**src/rtl/pid_pkg.sv**
```systemverilog
package pid_pkg;
  typedef enum logic [3:0] {
    ST_IDLE, ST_LOAD, ST_ERR, ST_MUL0, ST_MUL1, ST_MUL2, ST_ACC, ST_SAT, ST_STORE
  } state_t;

  localparam int unsigned CYC_PER_CH = 8;
  localparam logic [1:0] GIDX_Q0 = 2'd0;
  localparam logic [1:0] GIDX_Q1 = 2'd1;
  localparam logic [1:0] GIDX_Q2 = 2'd2;
endpackage

```
**src/rtl/pid_ctx.sv**
```systemverilog
module pid_ctx #(
  parameter int unsigned N_CH = 4,
  parameter int unsigned DW   = 16,
  localparam int unsigned CHW = (N_CH > 1) ? $clog2(N_CH) : 1
) (
  input  logic                     clk_i,
  input  logic                     rst_ni,
  input  logic                     gain_we_i,
  input  logic [CHW-1:0]           gain_ch_i,
  input  logic [1:0]               gain_idx_i,
  input  logic signed [DW-1:0]     gain_data_i,
  input  logic [CHW-1:0]           rd_ch_i,
  output logic signed [DW-1:0]     rd_e1_o,
  output logic signed [DW-1:0]     rd_e2_o,
  output logic signed [DW-1:0]     rd_u_o,
  output logic signed [DW-1:0]     rd_q0_o,
  output logic signed [DW-1:0]     rd_q1_o,
  output logic signed [DW-1:0]     rd_q2_o,
  input  logic                     wb_we_i,
  input  logic [CHW-1:0]           wb_ch_i,
  input  logic signed [DW-1:0]     wb_e1_i,
  input  logic signed [DW-1:0]     wb_e2_i,
  input  logic signed [DW-1:0]     wb_u_i,
  output logic [N_CH*DW-1:0]       u_all_o,
  output logic [3*N_CH*DW-1:0]     gain_all_o
);
  import pid_pkg::*;

  logic signed [DW-1:0] e1_q [N_CH];
  logic signed [DW-1:0] e2_q [N_CH];
  logic signed [DW-1:0] u_q  [N_CH];
  logic signed [DW-1:0] q0_q [N_CH];
  logic signed [DW-1:0] q1_q [N_CH];
  logic signed [DW-1:0] q2_q [N_CH];

  for (genvar c = 0; c < N_CH; c++) begin : g_ch
    logic wb_hit, g_hit;
    assign wb_hit = wb_we_i && (wb_ch_i == CHW'(c));
    assign g_hit  = gain_we_i && (gain_ch_i == CHW'(c));

    always_ff @(posedge clk_i or negedge rst_ni) begin
      if (!rst_ni) begin
        e1_q[c] <= '0;
        e2_q[c] <= '0;
        u_q[c]  <= '0;
      end else if (wb_hit) begin
        e1_q[c] <= wb_e1_i;
        e2_q[c] <= wb_e2_i;
        u_q[c]  <= wb_u_i;
      end
    end

    always_ff @(posedge clk_i or negedge rst_ni) begin
      if (!rst_ni) begin
        q0_q[c] <= '0;
        q1_q[c] <= '0;
        q2_q[c] <= '0;
      end else if (g_hit) begin
        if (gain_idx_i == GIDX_Q0) q0_q[c] <= gain_data_i;
        if (gain_idx_i == GIDX_Q1) q1_q[c] <= gain_data_i;
        if (gain_idx_i == GIDX_Q2) q2_q[c] <= gain_data_i;
      end
    end

    assign u_all_o[c*DW +: DW]           = u_q[c];
    assign gain_all_o[(3*c)*DW +: DW]    = q0_q[c];
    assign gain_all_o[(3*c+1)*DW +: DW]  = q1_q[c];
    assign gain_all_o[(3*c+2)*DW +: DW]  = q2_q[c];
  end

  assign rd_e1_o = e1_q[rd_ch_i];
  assign rd_e2_o = e2_q[rd_ch_i];
  assign rd_u_o  = u_q[rd_ch_i];
  assign rd_q0_o = q0_q[rd_ch_i];
  assign rd_q1_o = q1_q[rd_ch_i];
  assign rd_q2_o = q2_q[rd_ch_i];
endmodule

```
**src/rtl/pid_seq.sv**
```systemverilog
module pid_seq #(
  parameter int unsigned N_CH = 4,
  localparam int unsigned CHW = (N_CH > 1) ? $clog2(N_CH) : 1
) (
  input  logic            clk_i,
  input  logic            rst_ni,
  input  logic            sample_i,
  output pid_pkg::state_t state_o,
  output logic [CHW-1:0]  ch_o,
  output logic            busy_o,
  output logic            done_o,
  output logic            overrun_o
);
  import pid_pkg::*;

  state_t state_q, state_d;
  logic [CHW-1:0] ch_q;
  logic last_ch;

  assign last_ch = (ch_q == CHW'(N_CH - 1));

  always_comb begin
    state_d = state_q;
    unique case (state_q)
      ST_IDLE:  if (sample_i) state_d = ST_LOAD;
      ST_LOAD:  state_d = ST_ERR;
      ST_ERR:   state_d = ST_MUL0;
      ST_MUL0:  state_d = ST_MUL1;
      ST_MUL1:  state_d = ST_MUL2;
      ST_MUL2:  state_d = ST_ACC;
      ST_ACC:   state_d = ST_SAT;
      ST_SAT:   state_d = ST_STORE;
      ST_STORE: state_d = last_ch ? ST_IDLE : ST_LOAD;
      default:  state_d = ST_IDLE;
    endcase
  end

  always_ff @(posedge clk_i or negedge rst_ni) begin
    if (!rst_ni) begin
      state_q   <= ST_IDLE;
      ch_q      <= '0;
      done_o    <= 1'b0;
      overrun_o <= 1'b0;
    end else begin
      state_q   <= state_d;
      done_o    <= (state_q == ST_STORE) && last_ch;
      overrun_o <= sample_i && (state_q != ST_IDLE);
      if (state_q == ST_STORE) ch_q <= last_ch ? '0 : ch_q + 1'b1;
    end
  end

  assign state_o = state_q;
  assign ch_o    = ch_q;
  assign busy_o  = (state_q != ST_IDLE);
endmodule

```
**src/rtl/pid_dp.sv**
```systemverilog
module pid_dp #(
  parameter int unsigned DW    = 16,
  parameter int unsigned SHIFT = 8,
  localparam int unsigned SW   = 2*DW + 3
) (
  input  logic                 clk_i,
  input  logic                 rst_ni,
  input  pid_pkg::state_t      state_i,
  input  logic signed [DW-1:0] sp_i,
  input  logic signed [DW-1:0] fb_i,
  input  logic signed [DW-1:0] lim_lo_i,
  input  logic signed [DW-1:0] lim_hi_i,
  input  logic signed [DW-1:0] ctx_e1_i,
  input  logic signed [DW-1:0] ctx_e2_i,
  input  logic signed [DW-1:0] ctx_u_i,
  input  logic signed [DW-1:0] ctx_q0_i,
  input  logic signed [DW-1:0] ctx_q1_i,
  input  logic signed [DW-1:0] ctx_q2_i,
  output logic signed [DW-1:0] e_o,
  output logic signed [DW-1:0] e1_o,
  output logic signed [DW-1:0] e2_o,
  output logic signed [DW-1:0] uprev_o,
  output logic signed [SW-1:0] unew_o,
  output logic signed [DW-1:0] usat_o
);
  import pid_pkg::*;

  localparam logic signed [SW-1:0] DMAX = {{(SW-DW+1){1'b0}}, {(DW-1){1'b1}}};
  localparam logic signed [SW-1:0] DMIN = {{(SW-DW+1){1'b1}}, {(DW-1){1'b0}}};

  logic signed [DW-1:0] e_q, e1_q, e2_q, u_q, q0_q, q1_q, q2_q, us_q;
  logic signed [SW-1:0] acc_q, un_q;

  // shared multiplier
  logic signed [DW-1:0]   mul_a, mul_b;
  logic signed [2*DW-1:0] prod;
  logic signed [SW-1:0]   prod_w;

  always_comb begin
    unique case (state_i)
      ST_MUL1: begin mul_a = q1_q; mul_b = e1_q; end
      ST_MUL2: begin mul_a = q2_q; mul_b = e2_q; end
      default: begin mul_a = q0_q; mul_b = e_q;  end
    endcase
  end

  assign prod   = mul_a * mul_b;
  assign prod_w = {{(SW-2*DW){prod[2*DW-1]}}, prod};

  // shared adder with carry-in for subtraction
  logic signed [SW-1:0] add_a, add_b, add_sum;
  logic                 add_cin;

  always_comb begin
    add_a   = '0;
    add_b   = '0;
    add_cin = 1'b0;
    unique case (state_i)
      ST_ERR: begin
        add_a   = {{(SW-DW){sp_i[DW-1]}}, sp_i};
        add_b   = ~{{(SW-DW){fb_i[DW-1]}}, fb_i};
        add_cin = 1'b1;
      end
      ST_MUL1, ST_MUL2: begin
        add_a = acc_q;
        add_b = prod_w;
      end
      ST_ACC: begin
        add_a = {{(SW-DW){u_q[DW-1]}}, u_q};
        add_b = acc_q >>> SHIFT;
      end
      default: ;
    endcase
  end

  assign add_sum = add_a + add_b + $signed({{(SW-1){1'b0}}, add_cin});

  logic signed [DW-1:0] err_clamped, out_clamped;
  logic signed [SW-1:0] lo_w, hi_w;

  assign lo_w = {{(SW-DW){lim_lo_i[DW-1]}}, lim_lo_i};
  assign hi_w = {{(SW-DW){lim_hi_i[DW-1]}}, lim_hi_i};

  always_comb begin
    if (add_sum > DMAX)      err_clamped = DMAX[DW-1:0];
    else if (add_sum < DMIN) err_clamped = DMIN[DW-1:0];
    else                     err_clamped = add_sum[DW-1:0];

    if (un_q > hi_w)         out_clamped = lim_hi_i;
    else if (un_q < lo_w)    out_clamped = lim_lo_i;
    else                     out_clamped = un_q[DW-1:0];
  end

  always_ff @(posedge clk_i or negedge rst_ni) begin
    if (!rst_ni) begin
      e_q <= '0; e1_q <= '0; e2_q <= '0; u_q <= '0;
      q0_q <= '0; q1_q <= '0; q2_q <= '0;
      acc_q <= '0; un_q <= '0; us_q <= '0;
    end else begin
      unique case (state_i)
        ST_LOAD: begin
          e1_q <= ctx_e1_i; e2_q <= ctx_e2_i; u_q <= ctx_u_i;
          q0_q <= ctx_q0_i; q1_q <= ctx_q1_i; q2_q <= ctx_q2_i;
        end
        ST_ERR:           e_q   <= err_clamped;
        ST_MUL0:          acc_q <= prod_w;
        ST_MUL1, ST_MUL2: acc_q <= add_sum;
        ST_ACC:           un_q  <= add_sum;
        ST_SAT:           us_q  <= out_clamped;
        default: ;
      endcase
    end
  end

  assign e_o     = e_q;
  assign e1_o    = e1_q;
  assign e2_o    = e2_q;
  assign uprev_o = u_q;
  assign unew_o  = un_q;
  assign usat_o  = us_q;
endmodule

```
**src/rtl/pid_mc_top.sv**
```systemverilog
module pid_mc_top #(
  parameter int unsigned N_CH  = 4,
  parameter int unsigned DW    = 16,
  parameter int unsigned SHIFT = 8,
  localparam int unsigned CHW  = (N_CH > 1) ? $clog2(N_CH) : 1,
  localparam int unsigned SW   = 2*DW + 3
) (
  input  logic                 clk_i,
  input  logic                 rst_ni,
  input  logic                 sample_i,
  input  logic [N_CH*DW-1:0]   setpoint_i,
  input  logic [N_CH*DW-1:0]   feedback_i,
  input  logic signed [DW-1:0] lim_lo_i,
  input  logic signed [DW-1:0] lim_hi_i,
  input  logic                 gain_we_i,
  input  logic [CHW-1:0]       gain_ch_i,
  input  logic [1:0]           gain_idx_i,
  input  logic signed [DW-1:0] gain_data_i,
  output logic [N_CH*DW-1:0]   u_o,
  output logic                 busy_o,
  output logic                 done_o,
  output logic                 overrun_o
);
  import pid_pkg::*;

  state_t               state;
  logic [CHW-1:0]       ch;
  logic signed [DW-1:0] rd_e1, rd_e2, rd_u, rd_q0, rd_q1, rd_q2;
  logic signed [DW-1:0] e_w, e1_w, e2_w, uprev_w, usat_w;
  logic signed [SW-1:0] unew_w;
  logic signed [DW-1:0] sp_sel, fb_sel;
  logic [3*N_CH*DW-1:0] gain_all;

  pid_seq #(.N_CH(N_CH)) seq_i (
    .clk_i, .rst_ni, .sample_i,
    .state_o(state), .ch_o(ch), .busy_o, .done_o, .overrun_o
  );

  assign sp_sel = setpoint_i[ch*DW +: DW];
  assign fb_sel = feedback_i[ch*DW +: DW];

  pid_ctx #(.N_CH(N_CH), .DW(DW)) ctx_i (
    .clk_i, .rst_ni,
    .gain_we_i(gain_we_i && !busy_o), .gain_ch_i, .gain_idx_i, .gain_data_i,
    .rd_ch_i(ch),
    .rd_e1_o(rd_e1), .rd_e2_o(rd_e2), .rd_u_o(rd_u),
    .rd_q0_o(rd_q0), .rd_q1_o(rd_q1), .rd_q2_o(rd_q2),
    .wb_we_i(state == ST_STORE), .wb_ch_i(ch),
    .wb_e1_i(e_w), .wb_e2_i(e1_w), .wb_u_i(usat_w),
    .u_all_o(u_o), .gain_all_o(gain_all)
  );

  pid_dp #(.DW(DW), .SHIFT(SHIFT)) dp_i (
    .clk_i, .rst_ni, .state_i(state),
    .sp_i(sp_sel), .fb_i(fb_sel), .lim_lo_i, .lim_hi_i,
    .ctx_e1_i(rd_e1), .ctx_e2_i(rd_e2), .ctx_u_i(rd_u),
    .ctx_q0_i(rd_q0), .ctx_q1_i(rd_q1), .ctx_q2_i(rd_q2),
    .e_o(e_w), .e1_o(e1_w), .e2_o(e2_w), .uprev_o(uprev_w),
    .unew_o(unew_w), .usat_o(usat_w)
  );
endmodule

```
**config.mk**
```make
export PLATFORM = sky130hd
export DESIGN_NAME = pid_mc_top
export DESIGN_NICKNAME = d
export VERILOG_FILES = /design/src/rtl/pid_pkg.sv /design/src/rtl/pid_ctx.sv /design/src/rtl/pid_seq.sv /design/src/rtl/pid_dp.sv /design/src/rtl/pid_mc_top.sv
export SDC_FILE = /design/constraint.sdc
export NUM_CORES = 2
export LEC_CHECK = 0
export BUFFER_PORTS_ARGS = -buffer_cell sky130_fd_sc_hd__buf_2
export CORE_ASPECT_RATIO = 0.75
export CORE_UTILIZATION = 56
export DETAILED_ROUTE_END_ITERATION = 16
export GPL_TIMING_DRIVEN = 0
export PLACE_DENSITY = 0.74
export SETUP_SLACK_MARGIN = 0.4
export SLEW_MARGIN = 0
export SYNTH_ARGS = -nofsm -noshare
export SYNTH_HDL_FRONTEND = slang
export SYNTH_HIERARCHICAL = 1
export SYNTH_SLANG_ARGS = --single-unit
```
**constraint.sdc**
```tcl
create_clock -name clk_i -period 12.2 [get_ports clk_i]
set_input_delay 0.61 -clock clk_i [delete_from_list [all_inputs] [get_ports clk_i]]
set_output_delay 0.61 -clock clk_i [all_outputs]
set_load 0.05 [all_outputs]
```
* Yosys cells after proc, flatten, opt, wreduce, memory -nomap -nowiden *
Cells that the tools add are included.

storage, ports and cells
  register bits after elaboration = 590
  input port bits = 184
  word-level logic and storage cells = 130

cells by class
  $lt $le $gt $ge = 5
  multipliers = 1
  shifts and indexed selects = 2
  add/subtract/negate cells = 3
  bitwise gates (word level) = 2
  equal/unequal tests = 17
  mux-type cells = 32
  reduce and logical (&&, ||, !) cells = 30

operators with widths
  cell                                                                               number
  16-bit 2-to-1 mux                                                                  16
  35-bit case mux with 3 select lines                                                2
  16-bit binary-select mux with 2-bit select                                         6
  64-bit by 7-bit variable part select with 16-bit output                            2
  35-bit case mux with 2 select lines                                                1
  16-bit case mux with 2 select lines                                                2
  4-bit case mux with 9 select lines                                                 1
  35-bit by 2-bit adder with 35-bit output                                           1
  35-bit adder                                                                       1
  35-bit by 16-bit greater-than comparator with 1-bit output                         1
  35-bit by 16-bit greater-than comparator with 1-bit output, second input constant  1
  35-bit by 16-bit less-than comparator with 1-bit output                            1
  35-bit by 16-bit less-than comparator with 1-bit output, second input constant     1
  35-bit NOT                                                                         1
  16-bit by 16-bit multiplier with 32-bit output                                     1
  2-bit AND reduction                                                                12
  4-bit by 3-bit equality test with 1-bit output, second input constant              4
  2-bit equality test, second input constant                                         5
  1-bit logical AND                                                                  10
  4-bit by 2-bit equality test with 1-bit output, second input constant              2
  2-bit by 1-bit equality test with 1-bit output, second input constant              3
  2-bit zero test                                                                    3
  4-bit by 1-bit equality test with 1-bit output, second input constant              1
  4-bit equality test, second input constant                                         1
  other kinds (12)                                                                   13

* Logic depth before layout (Yosys ltp) *
  depth in word-level cells = 9
  gate-level depth with buffers = 44

* Cells and area by module *
The synthesis kept the hierarchy.

by module, submodules not included
  module      times used  area each (µm²)  cells an instance  seq. area each (µm²)
  pid_dp      1           23,064.6         2,507              4,954.8
  pid_ctx     1           16,711.0         960                9,609.2
  pid_mc_top  1           829.5            41                 0.0
  pid_seq     1           359.1            26                 200.2

* Worst setup path before layout *
Ideal clock, no wire load.

  path type = register to register
  start = register seq_i.state_q[3] (netlist: seq_i/state_o[3])
  end = register dp_i.e_q[10] (netlist: dp_i/e_o[10])
  cell stages (with the launch flop) = 41
  slack = 2.358 ns
  required time = 12.135 ns
  arrival = 9.777 ns
  clock period less this slack = 9.842 ns
  cells stage by stage = dfrtp_1 nand2b_1 nor2_1 clkbuf_1 and3_1 a221oi_1 clkbuf_1 nor2_1 fa_1 inv_1 fa_1 fa_1 fa_1 inv_1 fa_1 inv_1 fa_1 inv_1 [5 not listed] a21o_1 a21o_1 a21oi_1 xnor2_1 a221o_1 ha_1 a211oi_2 o21bai_1 a2111oi_4 o31ai_1 o21a_1 a311o_1 a21oi_2 xnor2_1 nand4_2 buf_2 a21oi_1 o22a_1

between the ends
  word-level cells in the longest chain between the ends = 9

RTL lines
  what                                                     line                        text
  start: declaration                                       pid_seq.sv:16               state_t state_q, state_d;
  start signal: assignment                                 pid_seq.sv:45               state_q <= state_d;
  4-bit by 3-bit equality test with 1-bit output           pid_dp.sv:40, pid_dp.sv:58
  16-bit case mux with 2 select lines                      pid_dp.sv:40                unique case (state_i)
  16-bit by 16-bit multiplier with 32-bit output           pid_dp.sv:47                assign prod = mul_a * mul_b;
  35-bit case mux with 3 select lines                      pid_dp.sv:58                unique case (state_i)
  35-bit adder                                             pid_dp.sv:76                assign add_sum = add_a + add_b + $signed({{(SW-1){1'b0}}, add_cin});
  35-bit by 2-bit adder with 35-bit output                 pid_dp.sv:76
  35-bit by 16-bit less-than comparator with 1-bit output  pid_dp.sv:86                else if (add_sum < DMIN) err_clamped = DMIN[DW-1:0];
  16-bit 2-to-1 mux                                        pid_dp.sv:86
  16-bit 2-to-1 mux                                        pid_dp.sv:85                if (add_sum > DMAX) err_clamped = DMAX[DW-1:0];
  end signal: assignment                                   pid_dp.sv:105               ST_ERR: e_q <= err_clamped;
  end: declaration                                         pid_dp.sv:31                logic signed [DW-1:0] e_q, e1_q, e2_q, u_q, q0_q, q1_q, q2_q, us_q;

Several ways; a longest one is shown, not always the timed one.
A chain may end at the register's enable or synchronous reset.

* Final worst setup path *
  start = register seq_i.state_q[2] (netlist: seq_i/state_o[2])
  end = register dp_i.e_q[13] (netlist: dp_i/e_o[13])

Same word-level chain as after synthesis.

==> results_dict.tcl <==
set metrics [dict create \
    status "finished, violations left" \
    violations "max-capacitance violations, max-slew violations" \
    tightest_slew_ns 1.54 \
    path_clk_slew_ns 0.06 \
    clk_latency_ns 0.65 \
    area_growth_pct 13.2 \
    syn_inst 3534 \
    clockBufferDepth 3 \
    critPathMostFrequentCell "fa_1" \
    grt_use_total_pct 32.7 \
    timing.final.crit_share_pct 93.6 \
    core_um2 72100 \
    hold_violations 0 \
    numPortBuffers 250 \
    seq_area_frac_synth_pct 36.0 \
    rsz0062_at_grt "no" \
    drv_slew 5 \
    skew_ns 0.0250 \
    cp_max_fo 12 \
    drtPass1Iterations 6 \
    setup_violations 0 \
    layout.nets 4511 \
    fin_util_pct 64.3 \
    vias 30400 \
    grt_max_degree 117 \
    synthesis.nets 4167 \
    cts_tree "yes" \
    drv_cap 1 \
    die_y_um 236 \
    place_area_um2 43700 \
    antenna_found_initial 2 \
    cts.sinks 590 \
    yosys_warnings 6 \
    r2r_setup_slack_ns 0.78 \
    postSynth.asyncResetShare_pct 100 \
    grt_pass1_wl_um 185000 \
    drc 0 \
    cp-start-kind "flip-flop" \
    crit_type "flip-flop to flip-flop" \
    drtIter0Drc 3280 \
    cts-root-buf "clkbuf_16" \
    die_area_um2 74200 \
    cp.arrival_ns 11.95 \
    synth-main-ff-cell "dfrtp_1" \
    dp_hpwl_um 91700 \
    io_pins 251 \
    grt_pass1_vias 30600 \
    slowest_delay_ns 0.57 \
    fmax_mhz 87.5 \
    htree_num_levels 2 \
    post-synth-top-area-fraction_pct 36.0 \
    drive_above_1_share_pct 29.9 \
    final_area_um2 46400 \
    synthTopCellsByArea "dfrtp_1, fa_1, mux2_2" \
    via_per_inst 6.23 \
    synth_edf_count 0 \
    gp_congestion 1.01 \
    fp-row-count 85 \
    yosys.cell_types.count 99 \
    mostFrequentLayoutCells "dfrtp_1, mux2_2, inv_1" \
    final_common_cell "dfrtp_1" \
    synth-seq-cells 590 \
    drtAntennaViolNets 0 \
    cts-buffers-inserted 57 \
    postSynthAreaPerCell_um2 11.6 \
    overflow 0 \
    routed_wl_um 119000 \
    crit_path_end_kind "flip-flop" \
    die_w_um 314 \
    hold_class "primary input to flip-flop" \
    worstPathRequired_ns 12.72 \
    min_period_ns 11.42 \
    synth_largest_area_cell "dfrtp_1" \
    syn-cell-area_um2 41000 \
    start_util_pct 56.8 \
    critPathSlowestCell "fa_1" \
    slew-limit-headroom_pct -4.09 \
    post_drt_wl_per_cell_um 24.3 \
]
[cells in the mapped netlist, drive strengths merged, types with 57 or more instances]
cell,instances
clkbuf,129
o21ai,110
dfrtp,590
ha,185
inv,356
a21oi,112
buf,57
mux2,483
a21o,77
fa,264
mux4,128
nand2,255
nor2,226
[flip-flops by register name (all words and copies together), names as in the netlist]
signal            cells
ctx_i/e1_q           64
ctx_i/e2_q           64
ctx_i/gain_all_o    192
ctx_i/u_all_o        64
dp_i/acc_q           35
dp_i/e1_o            16
dp_i/e2_o            16
dp_i/e_o             16
dp_i/q0_q            16
dp_i/q1_q            16
dp_i/q2_q            16
dp_i/unew_o          35
dp_i/uprev_o         16
dp_i/usat_o          16
seq_i/ch_o            2
seq_i/done_o          1
seq_i/overrun_o       1
seq_i/state_o         4
[critical path, delay by kind of cell (launching register included)]
family | cells | cell delay (ns)
flip-flops | 1 | 0.53
adder cells (fa/ha/maj) | 8 | 3.80
AO/OA/AOI/OAI | 13 | 2.95
AND/OR/NAND/NOR | 11 | 2.11
buffers and inverters | 7 | 1.25
XOR/XNOR | 2 | 0.62
[area by class of cell]
class,instances,area [um^2]
flip-flops and latches,590,14800
multi-input cells,2402,24400
clock inverters,34,558
well taps,957,1200
fillers,5575,25700
plain buffers,186,917
clock buffers,71,1570
repair buffers,285,1640
diodes,2,5.00
inverters,356,1340
[worst paths after layout]
kind | from | endpoint | cells after the start
min in group asynchronous | rst_ni | ctx_i/u_all_o[27]$_DFFE_PN0P_ | 2
max in group asynchronous | rst_ni | ctx_i/gain_all_o[168]$_DFFE_PN0P_ | 5
min | sample_i | seq_i/overrun_o$_DFF_PN0_ | 2
min reg2reg | dp_i/q1_q[8]$_DFFE_PN0N_ | dp_i/q1_q[8]$_DFFE_PN0N_ | 1
max | seq_i/state_o[2]$_DFFE_PN0P_ | dp_i/e_o[13]$_DFFE_PN0N_ | 41
max reg2reg | seq_i/state_o[2]$_DFFE_PN0P_ | dp_i/e_o[13]$_DFFE_PN0N_ | 41
[logic make-up after synthesis]
logic type | count (synthesis) | share of synthesized area [%]
AND/OR/NAND/NOR | 712 | 8.20
buffers and inverters | 542 | 5.35
multiplexers | 630 | 21.1
flip-flops | 590 | 36.0
XOR/XNOR | 53 | 1.13
adder cells (fa/ha/maj) | 449 | 18.6
AO/OA/AOI/OAI | 558 | 9.65
[per-stage QoR]
stage / TNS, ns / hold WS, ns / setup WS [ns] / std cells
finish: 0 / 0.223 / 0.778 / 4883
global route: 0 / 0.210 / 0.410 / 4881
CTS: 0 / 0.203 / 0.413 / 4870
detailed placement: -12.52 / 0.475 / -0.880 / 4763
global placement: -963.36 / 0.469 / -1.71 / 4741
floorplan: 0 / 0.314 / 2.36 / 3534
[repair_timing]
| action | in CTS | in global routing |
|---|---|---|
| hold buffers | 1 | 0 |
| hold endpoints to repair | 30 | 0 |
| pin swaps | 1 | 4 |
| gates resized for setup | 38 | 86 |
| setup buffers | 1 | 11 |
| endpoints found under the setup margin | 31 | 20 |
[per-layer routing]
layer / wire length [um] / share of wire [%] / global-route usage (%)
met4: 2830 / 2.4 / 8.35
met1: 50100 / 42 / 47.8
met5: 179 / 0.15 / 0
met2: 52000 / 44 / 47.8
met3: 13700 / 12 / 9.36
Power is left out: the tool's default activity adds up to more than one toggle a clock period on the data nets, which glitch-free logic cannot reach.
